--- src/rtl/cal_rtc_pkg.sv ---
package cal_rtc_pkg;

    localparam int SEC_W  = 6;
    localparam int MIN_W  = 6;
    localparam int HOUR_W = 5;
    localparam int DAY_W  = 5;
    localparam int MON_W  = 4;
    localparam int YEAR_W = 7;
    localparam int CENT_W = 5;

    // word indices (byte address >> 2)
    localparam int IDX_TIME_LO = 0;
    localparam int IDX_TIME_HI = 1;
    localparam int IDX_CTRL    = 4;

    typedef struct packed {
        logic [CENT_W-1:0] cent;
        logic [YEAR_W-1:0] year;
        logic [MON_W-1:0]  mon;
        logic [DAY_W-1:0]  day;
        logic [HOUR_W-1:0] hour;
        logic [MIN_W-1:0]  min;
        logic [SEC_W-1:0]  sec;
    } cal_time_t;

    typedef struct packed {
        logic unlock;
        logic enable;
    } ctrl_t;

    typedef enum logic [1:0] {
        SEL_LO,
        SEL_HI,
        SEL_CTRL,
        SEL_ZERO
    } reg_sel_e;

    function automatic logic [31:0] pack_lo(cal_time_t t);
        return {3'b0, t.day, 3'b0, t.hour, 2'b0, t.min, 2'b0, t.sec};
    endfunction

    function automatic logic [31:0] pack_hi(cal_time_t t);
        return {11'b0, t.cent, 1'b0, t.year, 4'b0, t.mon};
    endfunction

    function automatic cal_time_t unpack_lo(cal_time_t t, logic [31:0] w);
        cal_time_t r;
        r      = t;
        r.day  = w[28:24];
        r.hour = w[20:16];
        r.min  = w[13:8];
        r.sec  = w[5:0];
        return r;
    endfunction

    function automatic cal_time_t unpack_hi(cal_time_t t, logic [31:0] w);
        cal_time_t r;
        r      = t;
        r.cent = w[20:16];
        r.year = w[14:8];
        r.mon  = w[3:0];
        return r;
    endfunction

    // year 00 of a century: the full year is cent*100, and 100 = 0 mod 4,
    // so divisibility by 400 reduces to the century being a multiple of 4
    function automatic logic is_leap(logic [CENT_W-1:0] cent, logic [YEAR_W-1:0] year);
        if (year == '0)
            return cent[1:0] == 2'b00;
        return year[1:0] == 2'b00;
    endfunction

    function automatic logic [DAY_W-1:0] month_days(logic [MON_W-1:0] mon, logic leap);
        case (mon)
            4'd2:                      return leap ? DAY_W'(29) : DAY_W'(28);
            4'd4, 4'd6, 4'd9, 4'd11:   return DAY_W'(30);
            default:                   return DAY_W'(31);
        endcase
    endfunction

endpackage

--- src/rtl/cal_rtc_decode.sv ---
module cal_rtc_decode
    import cal_rtc_pkg::*;
#(
    parameter int ADDR_W = 5
) (
    input  logic [ADDR_W-1:0] addr,
    output reg_sel_e          sel
);
    localparam int IDX_W = ADDR_W - 2;

    logic [IDX_W-1:0] idx;
    assign idx = addr[ADDR_W-1:2];

    always_comb begin
        if (idx == IDX_W'(IDX_TIME_LO))
            sel = SEL_LO;
        else if (idx == IDX_W'(IDX_TIME_HI))
            sel = SEL_HI;
        else if (idx == IDX_W'(IDX_CTRL))
            sel = SEL_CTRL;
        else
            sel = SEL_ZERO;  // alarm, alarm status, gaps, beyond window
    end

    logic unused_lsb;
    assign unused_lsb = ^addr[1:0];
endmodule

--- src/rtl/cal_rtc_advance.sv ---
module cal_rtc_advance
    import cal_rtc_pkg::*;
(
    input  cal_time_t cur,
    output cal_time_t nxt
);
    localparam logic [SEC_W-1:0]  SEC_LAST  = SEC_W'(59);
    localparam logic [MIN_W-1:0]  MIN_LAST  = MIN_W'(59);
    localparam logic [HOUR_W-1:0] HOUR_LAST = HOUR_W'(23);
    localparam logic [MON_W-1:0]  MON_LAST  = MON_W'(12);
    localparam logic [YEAR_W-1:0] YEAR_LAST = YEAR_W'(99);

    logic [DAY_W-1:0] last_day;
    assign last_day = month_days(cur.mon, is_leap(cur.cent, cur.year));

    // ">=" so that an out-of-range loaded field still wraps
    always_comb begin
        nxt = cur;
        if (cur.sec < SEC_LAST) begin
            nxt.sec = cur.sec + 1'b1;
        end else begin
            nxt.sec = '0;
            if (cur.min < MIN_LAST) begin
                nxt.min = cur.min + 1'b1;
            end else begin
                nxt.min = '0;
                if (cur.hour < HOUR_LAST) begin
                    nxt.hour = cur.hour + 1'b1;
                end else begin
                    nxt.hour = '0;
                    if (cur.day < last_day) begin
                        nxt.day = cur.day + 1'b1;
                    end else begin
                        nxt.day = DAY_W'(1);
                        if (cur.mon < MON_LAST) begin
                            nxt.mon = cur.mon + 1'b1;
                        end else begin
                            nxt.mon = MON_W'(1);
                            if (cur.year < YEAR_LAST) begin
                                nxt.year = cur.year + 1'b1;
                            end else begin
                                nxt.year = '0;
                                nxt.cent = cur.cent + 1'b1;
                            end
                        end
                    end
                end
            end
        end
    end
endmodule

--- src/rtl/cal_rtc_timekeeper.sv ---
module cal_rtc_timekeeper
    import cal_rtc_pkg::*;
(
    input  logic        clk,
    input  logic        rst,
    input  logic        load_lo,
    input  logic        load_hi,
    input  logic [31:0] wdata,
    input  logic        step,
    output cal_time_t   now
);
    cal_time_t nxt;

    cal_rtc_advance u_adv (
        .cur (now),
        .nxt (nxt)
    );

    always_ff @(posedge clk) begin
        if (rst)
            now <= '0;
        else if (load_lo)
            now <= unpack_lo(now, wdata);
        else if (load_hi)
            now <= unpack_hi(now, wdata);
        else if (step)
            now <= nxt;
    end
endmodule

--- src/rtl/cal_rtc.sv ---
module cal_rtc
    import cal_rtc_pkg::*;
#(
    parameter int ADDR_W = 5
) (
    input  logic              clk,
    input  logic              rst,
    input  logic              bus_sel,
    input  logic              bus_wr,
    input  logic [ADDR_W-1:0] bus_addr,
    input  logic [31:0]       bus_wdata,
    output logic [31:0]       bus_rdata,
    input  logic              tick_1hz
);
    reg_sel_e  sel;
    ctrl_t     ctrl_q;
    cal_time_t now_q;
    logic      wr_cyc;
    logic      load_lo;
    logic      load_hi;
    logic      step;

    cal_rtc_decode #(.ADDR_W(ADDR_W)) u_dec (
        .addr (bus_addr),
        .sel  (sel)
    );

    assign wr_cyc  = bus_sel & bus_wr;
    assign load_lo = wr_cyc & (sel == SEL_LO) & ctrl_q.unlock;
    assign load_hi = wr_cyc & (sel == SEL_HI) & ctrl_q.unlock;
    // any write cycle swallows a coincident tick
    assign step    = tick_1hz & ctrl_q.enable & ~wr_cyc;

    always_ff @(posedge clk) begin
        if (rst)
            ctrl_q <= '0;
        else if (wr_cyc && sel == SEL_CTRL)
            ctrl_q <= ctrl_t'(bus_wdata[1:0]);
    end

    cal_rtc_timekeeper u_tk (
        .clk     (clk),
        .rst     (rst),
        .load_lo (load_lo),
        .load_hi (load_hi),
        .wdata   (bus_wdata),
        .step    (step),
        .now     (now_q)
    );

    always_comb begin
        bus_rdata = '0;
        if (bus_sel) begin
            case (sel)
                SEL_LO:   bus_rdata = pack_lo(now_q);
                SEL_HI:   bus_rdata = pack_hi(now_q);
                SEL_CTRL: bus_rdata = {30'b0, ctrl_q};
                default:  bus_rdata = '0;
            endcase
        end
    end
endmodule

--- config.mk ---
export PLATFORM = sky130hd
export DESIGN_NAME = cal_rtc
export DESIGN_NICKNAME = d
export VERILOG_FILES = /design/src/rtl/cal_rtc_pkg.sv /design/src/rtl/cal_rtc_decode.sv /design/src/rtl/cal_rtc_advance.sv /design/src/rtl/cal_rtc_timekeeper.sv /design/src/rtl/cal_rtc.sv
export SDC_FILE = /design/constraint.sdc
export NUM_CORES = 1
export LEC_CHECK = 0
export BUFFER_PORTS_ARGS = -buffer_cell sky130_fd_sc_hd__buf_2
export CAP_MARGIN = 20
export CORE_MARGIN = 2
export CORE_UTILIZATION = 49
export DETAILED_ROUTE_END_ITERATION = 10
export GPL_ROUTABILITY_DRIVEN = 1
export GPL_TIMING_DRIVEN = 0
export HOLD_SLACK_MARGIN = 0.15
export MAX_ROUTING_LAYER = met4
export PLACE_DENSITY = 0.81
export SETUP_SLACK_MARGIN = 0.05
export SLEW_MARGIN = 0
export SYNTH_ARGS = -nofsm -noshare
export SYNTH_HDL_FRONTEND = slang
export SYNTH_SLANG_ARGS = --single-unit
--- constraint.sdc ---
create_clock -name clk -period 2.31 [get_ports clk]
set_input_delay 0.1155 -clock clk [delete_from_list [all_inputs] [get_ports clk]]
set_output_delay 0.1155 -clock clk [all_outputs]
set_load 0.01 [all_outputs]
Word-level counts from Yosys, hierarchy flattened
Cells that the tools add are included.

Bits in registers: 40. Bits in latches: 0. Memory bits (writable): 0. ROM bits: 0. Bits of input ports: 42. Word-level logic and storage cells: 91. Memories: 0.

Add/sub/neg operators: 7. Multiply operators: 0. Divide/modulo/power cells: 0. Magnitude comparators: 6. Eq/ne operators: 19. Shifts and indexed selects: 0. Mux-type cells: 25. Bitwise gates (word level): 9. Reduce and logical (&&, ||, !) cells: 16.

Operators with widths (count): $pmux W29 S3 (1); $mux W38 (2); $mux W32 (1); $mux W29 (1); $mux W26 (1); $mux W22 (1); $mux W21 (1); $ne A2 B2 Y1 const B (10); $mux W16 (1); $add A5 B1 Y5 const B (3); $mux W5 (3); $add A6 B1 Y6 const B (2); $lt A6 B6 Y1 const B (2); $mux W12 (1); $mux W6 (2); $eq A4 B3 Y1 const B (2); $eq A4 B4 Y1 const B (2); $reduce_and A8 Y1 (1); $add A7 B1 Y7 const B (1); $and A1 B1 Y1 (7); $logic_not A7 Y1 (1); $lt A7 B7 Y1 const B (1); $mux W7 (1); $reduce_and A7 Y1 (1); 24 further kinds (33).

Logic depth before layout (Yosys ltp)
Gate-level depths: netlist of run 1.

Word-level depth: 13. Mapped depth: 11.

Hierarchy
Synthesis of run 1 repeated with hierarchy kept, for this count alone.

Cell total of the unflattened synthesis: 453. Area, all modules: 3439.5 um^2.

Modules (own cells, without submodules): cal_rtc_timekeeper (times used 1, cells an instance 219, area each 1830.5 um^2, sequential area each 760.7 um^2); cal_rtc_advance (times used 1, cells an instance 171, area each 1116.1 um^2, sequential area each 0.0 um^2); cal_rtc (times used 1, cells an instance 61, area each 480.5 um^2, sequential area each 40.0 um^2); cal_rtc_decode (times used 1, cells an instance 2, area each 12.5 um^2, sequential area each 0.0 um^2).

Worst setup path after synthesis of run 1
OpenSTA, ideal clock, no wires.

Path kind: flip-flop to flip-flop. From: register u_tk.now[22] (netlist bit). To: register u_tk.now[27] (netlist bit). Library setup time: 91 ps. Arrival time: 2433 ps. Data required time: 2219 ps. Setup slack: -214 ps. Stages on the path, launching flop included: 12. Path buffers: 1. Cell sequence: dfxtp_1 > inv_1 > ha_1 > nor3b_1 > ha_1 > and4_1 > nand2_1 > a2bb2oi_1 > a211oi_2 > buf_2 > nand2b_1 > a311oi_1.

Longest elaborated chain between the ends: 6. Elaborated cells between the ends (all ways): 12. Those cells by class: order compare (2); eq/ne (7); mux (1); reduce/logical (2).

Ends and longest elaborated chain: start, declared (RTL line cal_rtc_timekeeper.sv:10) `output cal_time_t now`; start signal, assigned (RTL line cal_rtc_timekeeper.sv:23) `now <= unpack_lo(now, wdata);`; start signal, assigned (RTL line cal_rtc_timekeeper.sv:25) `now <= unpack_hi(now, wdata);`; start signal, assigned (RTL line cal_rtc_timekeeper.sv:27) `now <= nxt;`; $eq A4 B3 Y1 / $eq A4 B4 Y1 (equally long branches) (RTL line cal_rtc_pkg.sv:74) `case (mon)`; $reduce_or A4 Y1 (RTL line cal_rtc_pkg.sv:74); $pmux W2 S2 (RTL line cal_rtc_pkg.sv:74); $lt A5 B5 Y1 (RTL line cal_rtc_advance.sv:31) `if (cur.day < last_day) begin`; $ne A2 B2 Y1 (no line); $reduce_and A7 Y1 (no line) *.

Mark *: on every way between the ends. The rest lies on a longest branch, timed or not. A chain may end at the register's enable or synchronous reset.

Final worst setup path of run 1
From: register u_tk.now[22] (netlist bit). To: register u_tk.now[37] (netlist bit).

Longest elaborated chain between the ends: 6. Elaborated cells between the ends (all ways): 12. Those cells by class: order compare (2); eq/ne (7); mux (1); reduce/logical (2).

Ends and longest elaborated chain (RTL line): $eq A4 B3 Y1 / $eq A4 B4 Y1 (equally long branches) (cal_rtc_pkg.sv:74); $reduce_or A4 Y1 (cal_rtc_pkg.sv:74); $pmux W2 S2 (cal_rtc_pkg.sv:74); $lt A5 B5 Y1 (cal_rtc_advance.sv:31); $ne A2 B2 Y1 (no line); $reduce_and A8 Y1 (no line) *.

Marked as above.

==> reports/results.ini, run 1 <==
[place]
placed_area_sq_um = 3410
dp_slack_ns = -0.298
gp_congestion = 0.899
dp_hpwl_mm = 6.66
port_buffers = 51

[yosys]
syn_inst = 403
synth-main-ff-cell = dfxtp_1
yosysSeqAreaShare_pct = 26.8
avgSynthCellArea_sq_um = 7.40
syn_area_sq_um = 2980
ys_async_sr_fraction_pct = 0
yosys_warnings = 0
synth-seq-cells = 40
synth-edff-count = 0
synth_cell_type_count = 60

[cells_and_area]
syn_to_final_growth_pct = 33.0
nets = 558
final_area_sq_um = 3970
drive_gt1_share_pct = 23.8
diodes = 0
fin_util_pct = 67.0

[detailed_routing]
drt-vias-per-instance = 6.14
wirelength_mm = 9.94
first_iter_violations = 397
vias = 3554
ant_nets = 0
drcViolationCount = 0
dr.pass1.iters = 5
wire_per_inst_um = 17.2

[clocking]
cts_tree = yes
cts.sinks = 40
cts_buffers = 5
root_buffer = clkbuf_8
cts_max_level = 2
clk_path_buf_depth = 2
path_clk_slew_ns = 0.08
clk_latency_ns = 0.31

[run]
drv_cap = 0

[die]
die_w_um = 82.0
die_y_um = 82.0
rows = 28
start_util_pct = 50.4
die_area_sq_um = 6730
coreArea_sq_um = 5920
ioPinCount = 74

[sta]
min_period_over_period_pct = 105
slew_headroom_pct = 50.9
period_needed_ns = 2.42
whs_ns = 0.160
slew_violations = 0
worst_slew_pin_slew_ns = 0.737
max_freq_mhz = 414
setup_slack_ns = -0.108
final-setup-viol-count = 10
hold_viol = 0
fin_worst_skew_ns = 0.0126
rsz0062_at_grt = true

[power]
vdd_drop_max_mv = 0.249
totalPowerFinal_w = 0.00144
power_per_cell_area_nw_per_um2 = 362
p_leak_nw = 1.56

[worst_setup_path]
path_max_fanout = 5
reg2reg_to = u_tk.now[37]
required_ns = 2.53
critPathLaunchType = flop
critPathCaptureType = flop
r2r_cells = 11
worstReg2RegStart = u_tk.now[22]
worstSetupPathType = flop to flop
worstPathArrival_ns = 2.64
reg2reg_slack_ns = -0.11

[hold_path]
hold_start = bus_wdata[17]
min_to = u_tk.now[34]
min_delay_path_depth = 3
hp-class = input pin to flop

[global_route]
track_usage_pct = 30.5
grt_pass1_wl_mm = 15.3
grt_max_degree = 13
antenna_found_initial = 0
grt-ovfl-total = 0
grt_pass1_vias = 3220

[outcome]
status = finished, violations left
violations = setup timing

## worst max-delay path, cell delays in order, from the launching register on
cell and delay (ns):
dfxtp_4 0.36, inv_4 0.04, ha_4 0.15, nor3b_4 0.15, ha_1 0.29, and4_4 0.26
nand2_4 0.06, a2bb2oi_4 0.16, a211oi_4 0.31, buf_6 0.17, nand4_1 0.11, a311oi_2 0.27
## Yosys cell counts (all sizes together) (3+ instances only)
master / n / area (sq um)
nor2: 56 / 210
nand2: 42 / 158
dfxtp: 40 / 801
nand3: 21 / 105
clkbuf: 20 / 75.1
mux2i: 18 / 180
nor3: 17 / 85.1
o21ai: 17 / 85.1
a21oi: 15 / 75.1
inv: 14 / 52.6
a31oi: 13 / 81.3
buf: 13 / 91.3
ha: 13 / 163
a311oi: 8 / 70.1
and2: 8 / 50.1
nand4: 7 / 58.8
nand3b: 6 / 45.0
a211oi: 5 / 55.1
nand2b: 5 / 31.3
or3: 5 / 31.3
o211ai: 4 / 30.0
o22ai: 4 / 25.0
o31ai: 4 / 30.0
xnor2: 4 / 35.0
a22oi: 3 / 22.5
and3: 3 / 18.8
o41ai: 3 / 26.3
or2: 3 / 18.8
## per-layer routing
layer  share of wire (%)  wire (um)  vias up  global-route usage, %
li1                    -          -     1647                      -
met1                  40       4020     1663                   37.1
met2                  47       4710      209                   50.8
met3                 9.5        946       35                   4.95
met4                 2.6        255        0                   11.2
met5                   0          0        -                      -
## kinds of logic (layout without fill, tap and decap cells)
| kind of cell | count (synthesis) | in the layout | share of synthesized area, % |
|---|---|---|---|
| buffers and inverters | 47 | 140 | 7.34 |
| AOI/OAI and AO/OA | 96 | 96 | 23.0 |
| muxes | 18 | 18 | 6.04 |
| and+or+nand+nor | 183 | 183 | 29.8 |
| xor gates and xnor gates | 5 | 5 | 1.47 |
| other | 1 | 9 | 0.126 |
| adders and majority gates | 13 | 13 | 5.45 |
| DFF | 40 | 40 | 26.8 |
## worst max-delay path by stage
stage | startpoint | endpoint | slack, ns | cells past startpoint
floorplan | u_tk.now[22] | u_tk.now[36] | 0.0006 | 10
global placement | u_tk.now[22] | u_tk.now[36] | -0.25 | 10
detailed placement | u_tk.now[22] | u_tk.now[37] | -0.30 | 10
CTS | u_tk.now[22] | u_tk.now[37] | -0.09 | 12
global route | u_tk.now[22] | u_tk.now[26] | -0.21 | 11
finish | u_tk.now[22] | u_tk.now[37] | -0.11 | 11
## sequential cells by signal, summed over array words and instances (netlist names)
register	cells
ctrl_q	2
u_tk.now	38
## metrics by stage
step                instances  setup TNS [ns]
floorplan                 411               0
global placement          537           -2.02
detailed placement        537           -2.67
CTS                       579          -0.509
global route              579           -1.83
finish                    579          -0.458
## power breakdown
part	switching, W	internal (W)
clock network	0.000278	0.000321
registers	0.00000446	0.000689
logic	0.0000772	0.0000672
## layout by cell type (no fill, tap or decap), types with 3 or more instances in the layout
cell type | synthesis | final
and2_1 | 8 | 8
o22ai_1 | 4 | 4
o31ai_1 | 4 | 3
nand3_1 | 21 | 21
nor3_1 | 17 | 15
a31oi_1 | 13 | 13
clkbuf_1 | 20 | 19
nor2_1 | 56 | 56
conb_1 | 1 | 9
ha_1 | 13 | 10
or3_1 | 5 | 5
buf_2 | 1 | 52
clkbuf_8 | 0 | 5
buf_6 | 1 | 7
a311oi_2 | 0 | 3
o21ai_0 | 17 | 17
a311oi_1 | 8 | 5
nand2b_1 | 5 | 5
dfxtp_1 | 40 | 36
nand3b_1 | 6 | 6
o211ai_1 | 4 | 4
mux2i_1 | 18 | 18
dlygate4sd3_1 | 0 | 20
nand2_1 | 42 | 41
or2_2 | 3 | 3
o41ai_1 | 3 | 3
and3_1 | 3 | 3
xnor2_1 | 4 | 3
a21oi_1 | 15 | 14
inv_1 | 14 | 13
nand4_1 | 6 | 6
buf_4 | 9 | 19
## area by class of cell
type / instances / area, sq um
inverters: 14 / 55.1
flip-flops and latches: 40 / 811
fillers: 491 / 1950
clock inverters: 2 / 35.0
plain buffers: 32 / 166
multi-input cells: 324 / 2140
repair buffers: 86 / 591
clock buffers: 6 / 72.6
well taps: 75 / 93.8
## timing repair
item,in CTS,in global routing
hold buffers,20,0
buffers inserted,13,3
resized for setup,18,15
hold endpoints to repair,26,0
cloned,1,0
endpoints found under the setup margin,26,23
pin swaps,12,16
Power figures use the tool's default switching activity.
==> inputs of run 2 (changes only) <==
==> constraint.sdc (replaced) <==
create_clock -name clk -period 2.31 [get_ports clk]
set_input_delay 0.462 -clock clk [delete_from_list [all_inputs] [get_ports clk]]
set_output_delay 0.462 -clock clk [all_outputs]
set_load 0.01 [all_outputs]
==> run 2 against run 1 <==
Net effect: the flow still finishes with violations (setup timing); first-iteration DRC count is 20% lower; die area unchanged; count of clock-buffer cells in the layout unchanged; maximum frequency increased by 1.9%; flip-flop and latch count is the same; design area down 5.9%; clock power decreased by 1%; hold slack improved by 0.22 ns; combinational power shrank 19%; sequential share of layout area increased by 1.3 points; worst setup slack improved by 0.045 ns; total power shrank 2.4%.
==> reports/results.ini, run 2 (same netlist as run 1, synthesis figures left out) <==
[cells_and_area]
nets = 536
diodes = 0
finalNonFillerCells = 557
reg_top3 = u_tk.now (38), ctrl_q (2)
layout_common_cells = nor2_1 (55), buf_2 (53), nand2_1 (41)
fillers = 527
syn_to_final_growth_pct = 25.2
drive_gt1_share_pct = 25.3
fin_util_pct = 63.1
largest_register_ffs = 38
final_common_cell = nor2_1
final_area_sq_um = 3730
top_register = u_tk.now

[clocking]
cts_max_level = 2
path_clk_slew_ns = 0.08
clk_path_buf_depth = 2
cts.sinks = 40
cts_buffers = 5
cts_hold_buffers = 0
root_buffer = clkbuf_8
clk_latency_ns = 0.31
cts_tree = yes

[sta]
setup_slack_ns = -0.0635
hold_viol = 0
slew_headroom_pct = 52.9
worst_slew_pin_slew_ns = 0.707
period_needed_ns = 2.37
fin_worst_skew_ns = 0.0103
rsz0062_at_grt = true
slew_violations = 0
whs_ns = 0.376
max_freq_mhz = 421
min_period_over_period_pct = 103
final-setup-viol-count = 9

[worst_setup_path]
reg2reg_slack_ns = -0.06
crit_start = u_tk.now[22]
critPathCaptureType = flop
worstPathArrival_ns = 2.59
required_ns = 2.53
reg2reg_to = u_tk.now[31]
worstSetupPathType = flop to flop
path_max_fanout = 8
critPathLaunchType = flop
worstReg2RegStart = u_tk.now[22]
r2r_cells = 12

[die]
rows = 28
die_area_sq_um = 6730
die_w_um = 82.0
coreArea_sq_um = 5920
die_y_um = 82.0
start_util_pct = 50.4
ioPinCount = 74

[power]
vdd_drop_max_mv = 0.250
swShare_pct = 24.7
combPwrFrac_pct = 8.3
clkPwrFrac_pct = 42.2
p_int_w = 0.00106
power_per_cell_area_nw_per_um2 = 376
p_leak_nw = 1.48
switchingPower_w = 0.000346
p_seq_share_pct = 49.5

[hold_path]
hp-class = input pin to flop
min_delay_path_depth = 3
hold_start = bus_wdata[14]
min_to = u_tk.now[32]

[detailed_routing]
drt-vias-per-instance = 6.20
drcViolationCount = 0
dr.pass1.iters = 6
ant_nets = 0
vias = 3452
wirelength_mm = 9.49
wire_per_inst_um = 17.0
first_iter_violations = 319

[outcome]
violations = setup timing
status = finished, violations left

[place]
port_buffers = 51
gp_congestion = 0.899
placed_area_sq_um = 3410
dp_hpwl_mm = 6.66
dp_slack_ns = -0.379
dp_cells = 537

[run]
drv_cap = 0

[global_route]
grt_pass1_wl_mm = 14.9
antenna_found_initial = 0
track_usage_pct = 29.8
grt_max_degree = 13
grt_pass1_vias = 3102
grt-ovfl-total = 0

==> run 2: changes by cell type in the layout (fill, tap and decap cells not counted), moves of 3 or more <==
cell | before | now
dlygate4sd3_1 | 20 | 0
buf_6 | 7 | 2
a311oi_2 | 3 | 0
clkbuf_1 | 19 | 15
a311oi_1 | 5 | 8
buf_4 | 19 | 22
==> run 2: worst max-delay path, stage by stage (launching register included) <==
cell	delay [ns]
dfxtp_4	0.36
inv_4	0.06
ha_4	0.12
nor3b_4	0.21
ha_1	0.26
and4_4	0.21
buf_4	0.15
a2bb2oi_4	0.20
a211oi_2	0.11
buf_4	0.18
buf_4	0.14
a211o_1	0.24
o31ai_1	0.06
==> run 2: power by group through the flow <==
stage | Combinational [W] | Clock [W] | Sequential (W)
finish | 0.000117 | 0.000592 | 0.000694
global route | 0.000126 | 0.000629 | 0.000694
global placement | 0.000110 | 0 | 0.000712
CTS | 0.000114 | 0.000594 | 0.000694
detailed placement | 0.000112 | 0 | 0.000712
floorplan | 0.0000617 | 0 | 0.000711
==> run 2: worst max-delay path by stage <==
| stage | endpoint | slack (ns) | depth (start not counted) |
|---|---|---|---|
| CTS | u_tk.now[26] | -0.03 | 11 |
| global route | u_tk.now[26] | -0.18 | 11 |
| global placement | u_tk.now[17] | -0.27 | 7 |
| finish | u_tk.now[31] | -0.06 | 12 |
| floorplan | u_tk.now[36] | 0.0006 | 10 |
| detailed placement | u_tk.now[17] | -0.38 | 7 |
==> run 2: timing repair <==
item                                    4_1_cts  5_1_grt
endpoints found under the hold margin         0        0
pin swaps                                     9        9
setup buffers                                12        2
endpoints found under the setup margin       43       36
resized for setup                            21        9
==> run 2: metrics by stage <==
| step | power [W] | TNS (ns) |
|---|---|---|
| CTS | 0.00140 | -0.120 |
| global placement | 0.000822 | -6.13 |
| floorplan | 0.000773 | 0 |
| global route | 0.00145 | -1.76 |
| finish | 0.00140 | -0.416 |
| detailed placement | 0.000824 | -8.92 |
==> run 2: final cells by class <==
cell class / count / area [sq um] / share of cell area [%]
clock buffer: 6 / 72.6 / 1.94
clock inverter: 2 / 35.0 / 0.938
buffer: 31 / 170 / 4.56
timing repair buffer: 65 / 377 / 10.1
multi-input combinational: 324 / 2120 / 56.8
sequential: 40 / 812 / 21.7
inverter: 14 / 55.1 / 1.47
tap: 75 / 93.8 / 2.51
==> run 2: per-layer routing <==
layer  GRT usage (%)  routed length [um]  up-vias
li1                -                   -     1600
met1            37.7                3920     1618
met2            48.3                4450      197
met3            4.73                 847       37
met4            10.3                 270        0
met5               -                   0        -
